[config.mk]
export PLATFORM = sky130hd
export DESIGN_NAME = thermal_vlevel_ctrl
export DESIGN_NICKNAME = d
export VERILOG_FILES = /design/src/rtl/tvs_pkg.sv /design/src/rtl/tvs_thr_table.sv /design/src/rtl/tvs_region_find.sv /design/src/rtl/tvs_cycle_fsm.sv /design/src/rtl/thermal_vlevel_ctrl.sv
export SDC_FILE = /design/constraint.sdc
export NUM_CORES = 1
export LEC_CHECK = 0
export BUFFER_PORTS_ARGS = -buffer_cell sky130_fd_sc_hd__buf_4
export CORE_ASPECT_RATIO = 0.7
export CORE_UTILIZATION = 55
export DETAILED_ROUTE_END_ITERATION = 10
export GPL_ROUTABILITY_DRIVEN = 1
export PLACE_DENSITY = 0.75
export SLEW_MARGIN = 5
export SYNTH_ARGS = -nofsm -noshare
export SYNTH_HDL_FRONTEND = slang
export SYNTH_SLANG_ARGS = --single-unit
[constraint.sdc]
create_clock -name clk -period 5.4 [get_ports clk]
set_clock_uncertainty 0.05 [all_clocks]
set_input_delay 0.81 -clock clk [delete_from_list [all_inputs] [get_ports clk]]
set_output_delay 0.81 -clock clk [all_outputs]
set_load 0.01 [all_outputs]
[src/rtl/tvs_pkg.sv]
package tvs_pkg;
  typedef enum logic [1:0] {
    ST_TRACK = 2'd0,
    ST_WARM  = 2'd1,
    ST_LOW   = 2'd2
  } cyc_state_e;
endpackage

[src/rtl/tvs_thr_table.sv]
module tvs_thr_table #(
  parameter int N       = 8,
  parameter int TW      = 8,
  parameter int IW      = 3,
  parameter int BASE_TH = -25
) (
  input  logic                 clk,
  input  logic                 rst_n,
  input  logic                 wr_allow,
  input  logic                 wr_en,
  input  logic [IW-1:0]        wr_idx,
  input  logic signed [TW-1:0] wr_val,
  output logic [N*TW-1:0]      thr_flat
);
  localparam logic signed [TW-1:0] TOP_VAL  = {1'b0, {(TW-1){1'b1}}};
  localparam logic signed [TW-1:0] BASE_VAL = TW'(BASE_TH);

  for (genvar g = 0; g < N; g++) begin : g_ent
    logic signed [TW-1:0] ent_q;
    always_ff @(posedge clk or negedge rst_n) begin
      if (!rst_n) begin
        ent_q <= (g == 0) ? BASE_VAL : TOP_VAL;
      end else if (wr_allow && wr_en && (wr_idx == IW'(g))) begin
        ent_q <= wr_val;
      end
    end
    assign thr_flat[g*TW +: TW] = ent_q;
  end
endmodule

[src/rtl/tvs_region_find.sv]
module tvs_region_find #(
  parameter int N  = 8,
  parameter int TW = 8,
  parameter int IW = 3
) (
  input  logic [(N-1)*TW-1:0]  thr_upper,
  input  logic signed [TW-1:0] temp,
  input  logic signed [TW-1:0] limit,
  output logic [IW-1:0]        best_idx
);
  logic [N-1:0] elig;
  assign elig[0] = 1'b1;

  for (genvar g = 1; g < N; g++) begin : g_el
    logic signed [TW-1:0] th;
    assign th      = thr_upper[(g-1)*TW +: TW];
    assign elig[g] = (th <= temp) && (th < limit);
  end

  always_comb begin
    best_idx = '0;
    for (int i = 1; i < N; i++) begin
      if (elig[i]) best_idx = IW'(i);
    end
  end
endmodule

[src/rtl/tvs_cycle_fsm.sv]
module tvs_cycle_fsm
  import tvs_pkg::*;
#(
  parameter int TW = 8,
  parameter int IW = 3,
  parameter int CW = 16
) (
  input  logic                 clk,
  input  logic                 rst_n,
  input  logic                 run,
  input  logic [IW-1:0]        direct_idx,
  input  logic signed [TW-1:0] temp,
  input  logic signed [TW-1:0] low_thr,
  input  logic [IW-1:0]        mid_sel,
  input  logic [IW-1:0]        low_sel,
  input  logic [CW-1:0]        warm_cycles,
  input  logic [CW-1:0]        settle_cycles,
  output logic [IW-1:0]        cyc_idx
);
  cyc_state_e  st_q, st_n;
  logic [CW-1:0] cnt_q, cnt_n;
  logic [CW-1:0] load_val;
  logic [IW-1:0] cand;

  assign load_val = (warm_cycles >= settle_cycles) ? warm_cycles : settle_cycles;

  always_comb begin
    st_n  = st_q;
    cnt_n = cnt_q;
    if (!run) begin
      st_n  = ST_TRACK;
      cnt_n = '0;
    end else begin
      case (st_q)
        ST_TRACK: begin
          st_n  = ST_WARM;
          cnt_n = load_val;
        end
        ST_WARM: begin
          if (cnt_q != '0) cnt_n = cnt_q - 1'b1;
          else if (direct_idx >= low_sel) st_n = ST_LOW;
        end
        ST_LOW: begin
          if (temp <= low_thr) begin
            st_n  = ST_WARM;
            cnt_n = load_val;
          end
        end
        default: st_n = ST_TRACK;
      endcase
    end
  end

  always_comb begin
    case (st_n)
      ST_WARM: cand = mid_sel;
      ST_LOW:  cand = low_sel;
      default: cand = direct_idx;
    endcase
    cyc_idx = (cand > direct_idx) ? direct_idx : cand;
  end

  always_ff @(posedge clk or negedge rst_n) begin
    if (!rst_n) begin
      st_q  <= ST_TRACK;
      cnt_q <= '0;
    end else begin
      st_q  <= st_n;
      cnt_q <= cnt_n;
    end
  end
endmodule

[src/rtl/thermal_vlevel_ctrl.sv]
module thermal_vlevel_ctrl #(
  parameter int N       = 8,
  parameter int TW      = 8,
  parameter int CW      = 16,
  parameter int BASE_TH = -25,
  localparam int IW     = $clog2(N)
) (
  input  logic                 clk,
  input  logic                 rst_n,
  input  logic                 enable,
  input  logic                 mode_cycle,
  input  logic signed [TW-1:0] temp_in,
  input  logic signed [TW-1:0] limit_temp,
  input  logic [CW-1:0]        warm_cycles,
  input  logic [CW-1:0]        settle_cycles,
  input  logic [IW-1:0]        mid_sel,
  input  logic [IW-1:0]        low_sel,
  input  logic                 tbl_wr_en,
  input  logic [IW-1:0]        tbl_wr_idx,
  input  logic signed [TW-1:0] tbl_wr_val,
  output logic [IW-1:0]        level_idx,
  output logic                 level_chg,
  output logic                 over_limit
);
  logic [N*TW-1:0]      thr_flat;
  logic [IW-1:0]        direct_idx;
  logic [IW-1:0]        cyc_idx;
  logic [IW-1:0]        lvl_n;
  logic signed [TW-1:0] low_thr;
  logic                 over_c;
  logic                 run;

  tvs_thr_table #(.N(N), .TW(TW), .IW(IW), .BASE_TH(BASE_TH)) u_tbl (
    .clk(clk), .rst_n(rst_n), .wr_allow(!enable), .wr_en(tbl_wr_en),
    .wr_idx(tbl_wr_idx), .wr_val(tbl_wr_val), .thr_flat(thr_flat)
  );

  tvs_region_find #(.N(N), .TW(TW), .IW(IW)) u_find (
    .thr_upper(thr_flat[N*TW-1:TW]), .temp(temp_in), .limit(limit_temp),
    .best_idx(direct_idx)
  );

  always_comb begin
    low_thr = thr_flat[TW-1:0];
    for (int i = 1; i < N; i++) begin
      if (low_sel == IW'(i)) low_thr = thr_flat[i*TW +: TW];
    end
  end

  assign over_c = (temp_in >= limit_temp);
  assign run    = enable && mode_cycle && !over_c;

  tvs_cycle_fsm #(.TW(TW), .IW(IW), .CW(CW)) u_fsm (
    .clk(clk), .rst_n(rst_n), .run(run), .direct_idx(direct_idx),
    .temp(temp_in), .low_thr(low_thr), .mid_sel(mid_sel), .low_sel(low_sel),
    .warm_cycles(warm_cycles), .settle_cycles(settle_cycles), .cyc_idx(cyc_idx)
  );

  always_comb begin
    if (!enable || over_c) lvl_n = '0;
    else                   lvl_n = cyc_idx;
  end

  always_ff @(posedge clk or negedge rst_n) begin
    if (!rst_n) begin
      level_idx  <= '0;
      level_chg  <= 1'b0;
      over_limit <= 1'b0;
    end else begin
      level_idx  <= lvl_n;
      level_chg  <= (lvl_n != level_idx);
      over_limit <= over_c;
    end
  end
endmodule

# Word-level counts from Yosys, hierarchy flattened
# Index checks and enable logic that the tools add are counted.
# classes
eq_ne	22
magnitude_cmp	19
bitwise_logic	0
div_mod_pow	0
add_sub_neg	1
n_reduce_logical	25
multipliers	0
muxes	27
shift	0
# op_table
cell	n
less-or-equal comparator 8 bit	8
2-to-1 mux 16 bit	4
< comparator 8 bit	7
2-to-1 mux 8 bit	7
one-hot mux 16 bit (3 select lines)	1
equality test 3 bit, second input constant	8
logical AND 1 bit	18
2-to-1 mux 3 bit	6
>= comparator 16 bit	1
nonzero test 16 bit	1
subtractor 16 x 1 -> 16 bit, second input constant	1
equality test 3 x 2 -> 1 bit, second input constant	4
2-to-1 mux 2 bit	6
>= comparator 8 bit	1
equality test 3 x 1 -> 1 bit, second input constant	2
inequality test 3 bit, second input constant	2
one-hot mux 2 bit (3 select lines)	1
one-hot mux 3 bit (2 select lines)	1
equality test 2 x 1 -> 1 bit, second input constant	2
equality test 2 bit, second input constant	2
inequality test 4 bit, second input constant	1
>= comparator 3 bit	1
greater-than comparator 3 bit	1
logical NOT 3 bit	1
other kinds (6)	7
# word_totals
ramBits	0
regBits	87
mem_bits_ro	0
elab_cells	107
latch_bits	0
memories	0

# Longest topological paths before layout
# depth
ltp_word	20
ltp_mapped	31

# By module
# From an unflattened synthesis, not the netlist that was laid out.
# hier_totals
cells_unflattened	848
area_unflattened_um2	8210.4
# modules_own_cells
module	area_per_inst_um2	seq_area_each_um2	n_inst	cells_each
tvs_thr_table	2533.7	1670.4	1	143
tvs_region_find	2467.4	0.0	1	295
tvs_cycle_fsm	2215.9	450.4	1	286
thermal_vlevel_ctrl	993.5	125.1	1	124

# Least setup slack after synthesis
# No wires, ideal clock.
# synth_path
kind	input port to flip-flop
startpoint	in limit_temp[5]
endpoint	reg level_chg
t_arrival_ns	5.934
path_stages	26
slack_ns	-0.722
setup_time_ns	0.138
path_cell_list	inv_1 ha_1 a21o_1 a2111o_1 a211o_1 a211oi_2 o221ai_2 nand2_1 inv_1 ha_1 nand2b_1 a21o_1 a211o_1 a21oi_1 ha_1 a221oi_1 a21oi_1 ha_1 nor2b_1 o21ai_1 a32oi_1 or2_1 buf_1 a311oi_1 mux2i_1 o2111ai_1
# synth_between
elab_chain_cells	20
# synth_lines
element	line_no	source
from (decl)	thermal_vlevel_ctrl.sv:13	input logic signed [TW-1:0] limit_temp,
< comparator 8 bit	tvs_region_find.sv:17	assign elig[g] = (th <= temp) && (th < limit);
logical AND 1 bit	tvs_region_find.sv:17	
2-to-1 mux 1 bit	tvs_region_find.sv:23	if (elig[i]) best_idx = IW'(i);
2-to-1 mux 2 bit (2 in series)	tvs_region_find.sv:23	
2-to-1 mux 3 bit (4 in series)	tvs_region_find.sv:23	
>= comparator 3 bit	tvs_cycle_fsm.sv:41	else if (direct_idx >= low_sel) st_n = ST_LOW;
2-to-1 mux 2 bit	tvs_cycle_fsm.sv:41	
2-to-1 mux 2 bit	tvs_cycle_fsm.sv:40	if (cnt_q != '0) cnt_n = cnt_q - 1'b1;
[2 not listed]	-	
named net u_fsm.st_n[0]	tvs_cycle_fsm.sv:20	cyc_state_e st_q, st_n;
equality test 2 bit / equality test 2 x 1 -> 1 bit (equally long branches)	tvs_cycle_fsm.sv:55	case (st_n)
one-hot mux 3 bit (2 select lines) (*)	tvs_cycle_fsm.sv:55	
greater-than comparator 3 bit	tvs_cycle_fsm.sv:60	cyc_idx = (cand > direct_idx) ? direct_idx : cand;
2-to-1 mux 3 bit (*)	tvs_cycle_fsm.sv:60	
2-to-1 mux 3 bit (*)	thermal_vlevel_ctrl.sv:60	if (!enable || over_c) lvl_n = '0;
named net lvl_n[1]	thermal_vlevel_ctrl.sv:28	logic [IW-1:0] lvl_n;
inequality test 3 bit (*)	thermal_vlevel_ctrl.sv:71	level_chg <= (lvl_n != level_idx);
to (signal assigned)	thermal_vlevel_ctrl.sv:71	
to (decl)	thermal_vlevel_ctrl.sv:22	output logic level_chg,
# The timed path passes the listed nets; every way through them passes the cells marked *.
# A chain may end at the register's enable or synchronous reset.

# Worst setup path after layout
# Same ends and word-level chain as after synthesis.

==> metrics <==
status=complete, but fails checks; failing checks=setup timing; wire per inst=21.0 µm; most frequent cells in the layout=209 x buf_4, 137 x ha_1, 65 x mux2_2, 56 x nand2_1, 55 x dfstp_2; syn nets=1,063; synthesized area=8070 µm²; core area=14,100 µm²; Sink Count=87; first-pass GRT wire length=39,400 µm; Critical Path RT=5.57 ns; Ys Warns=0; Async SR Flop Fraction=1.00; CTS tree=yes; crit path launch type=input pin; pre-CTS setup slack=-0.830 ns; Worst R2R Setup Slack=-0.55 ns; FMAX=165 MHz; final core occ=0.741; VDD IR max=189 µV; row cnt=36; vias in the first global route=7,135; global-route usage over all layers=0.343; drt via density=6.17; Hold Violations, Final=0; total iterations of the first detailed-routing run=5; gate count of the mapped netlist=847; Detail Placement HPWL=19,800 µm; Max-Cap Viols=0; post-synth top area share=0.226; Max FO, Critical Path=5; CTS Root Cell=clkbuf_16; Slew @ Worst Pin=1.02 ns; Post-Syn Area per Cell=9.53 µm²; RSZ-0062 raised after global routing=yes; pin count of the biggest net entering global routing=51; synth unique cells=70; vias=7,659; worst reg2reg path depth=25; type of the worst setup path=in -> reg; Worst Slack Setup Final=-0.677 ns; Post-synth EDFFs=0; initial antenna violation count=0; Initial Utilization=0.572; clk slew on worst S/H paths=0.07 ns; maximum clock insertion buffer count=2; worst skew pair latency=0.36 ns; share of layout cells above drive strength 1=0.384; initial drt markers=746; Tot Pwr=3.50 mW; area delta synth->final=29.5%; chip height=103 µm; Max Slew Vio Count=0; worst min path class=in -> async; CTS Buf Count=9; endpoints failing setup=4; die outline width=147 µm; boundary pin count=75; CP startpoint=limit_temp[5]; fillers=1,022; minimum clock period=6.08 ns; GP Congestion=0.967; area leader, netlist=ha_1; max_slew headroom=0.316; multi-input logic area=5810 µm²; Congestion Overflow GR=0; Critical Path End Type=register; die area=15,200 µm²; Primary FF master, synth=dfstp_2; Total Wirelength=26,100 µm; flops & latches, synth=87; fin crit share=1.13; sequential area share after synthesis=0.278; # diodes=0; crit path capture=level_chg$_DFF_PN0_; commonest non-fill, non-tap cell in the layout=buf_4; static leakage=5.00 nW; reg2reg end=level_chg$_DFF_PN0_; nets=1,262; H-Tree Depth=3; Port Buffers=74; drc violations=0; PwrDens=335 nW/µm²; register area=2250 µm²; RR Startpoint=u_tbl.g_ent[1].ent_q[5]$_DFFE_PN1P_; Detail Route Antenna Nets=0; CP arrival=6.24 ns; largest cells by area after synthesis=ha_1 23%, dfstp_2 18%, dfrtp_1 9.9%
through the flow:
| step | area, µm² | setup TNS [ns] | cells | hold slack, ns |
|---|---|---|---|---|
| after floorplan | 8150 | -0.544 | 847 | 0.399 |
| after global placement | 9650 | -1.31 | 1195 | 0.423 |
| after detailed placement | 9650 | -2.16 | 1195 | 0.439 |
| after CTS | 10200 | -0.358 | 1230 | 0.383 |
| after global routing | 10500 | -2.37 | 1241 | 0.405 |
| final | 10500 | -1.59 | 1241 | 0.373 |
sequential cells by signal (all words and copies together) (netlist names):
signal,cells
level_idx,3
u_fsm.st_q,2
level_chg,1
over_limit,1
u_fsm.cnt_q,16
u_tbl.g_ent.ent_q,64
cell families after synthesis:
| group | share of synthesized area |
|---|---|
| AOI/OAI and AO/OA | 0.199 |
| buffers and inverters | 0.0392 |
| and+or+nand+nor | 0.132 |
| adders and majority gates | 0.226 |
| xor gates and xnor gates | 0.00217 |
| muxes | 0.123 |
| DFF | 0.278 |
how the worst min path moves through the flow:
stage,cells after the start,slack [ns],end
floorplan,2,0.40,u_fsm.cnt_q[9]$_DFFE_PN0P_
global placement,2,0.42,u_fsm.cnt_q[9]$_DFFE_PN0P_
detailed placement,2,0.44,u_fsm.cnt_q[9]$_DFFE_PN0P_
CTS,1,0.38,u_tbl.g_ent[0].ent_q[4]$_DFFE_PN0P_
global route,1,0.41,u_tbl.g_ent[0].ent_q[4]$_DFFE_PN0P_
finish,1,0.37,u_tbl.g_ent[0].ent_q[4]$_DFFE_PN0P_
critical path: stages:
cell and delay (ns):
buf_8 0.08, clkinvlp_4 0.14, ha_4 0.28, a21o_1 0.15, a2111o_1 0.43, a211o_1 0.30
a211oi_2 0.27, o221ai_2 0.17, nand2_1 0.13, inv_1 0.06, ha_1 0.29, nand2b_4 0.14
a21o_1 0.15, a211o_1 0.35, a21oi_2 0.20, buf_4 0.15, ha_4 0.21, a221oi_4 0.23
a21oi_2 0.05, ha_1 0.30, nor2b_4 0.14, o21ai_2 0.13, a32oi_2 0.10, or2_4 0.31
a311oi_4 0.30, mux2i_1 0.25, o2111ai_1 0.13
metal layers:
metal	wire (µm)	GRT usage	vias up
li1	-	-	3617
met1	12600	0.518	3645
met2	10500	0.490	372
met3	2770	0.0930	25
met4	212	0.0521	0
met5	0	0	-
final cells by class:
type	count	area share
Clock buffer	10	0.0239
Sequential cell	87	0.215
Clock inverter	6	0.00694
Timing Repair Buffer	211	0.153
Multi-Input combinational cell	678	0.556
Tap cell	190	0.0227
Inverter	59	0.0230
what timing repair did:
action                     4_1_cts  5_1_grt
setup endpoints to repair        4        4
resized for setup               11       35
pin swaps                       11       31
hold buffers                     0        0
buffers inserted                19       12
Yosys cell counts (11+ instances only):
cell type and count:
ha_1 146, o21ai_1 15, nand2b_1 17, nor2b_1 15, o211ai_1 13, mux2_2 65, dfrtp_1 32, mux2i_1 26
o21ai_0 37, clkbuf_1 14, nand2_1 56, nand4_1 16, a21oi_1 50, dfstp_2 55, a21o_1 23, nor2_1 39
nor3_1 11, inv_1 58, nand3_1 12
report_power, final:
group	leakage, nW	internal, mW	switching (mW)
clock network	0.155	0.393	0.301
registers	1.00	0.853	0.174
logic	3.84	0.923	0.853
Note: power is estimated with default switching activity, not from simulation.
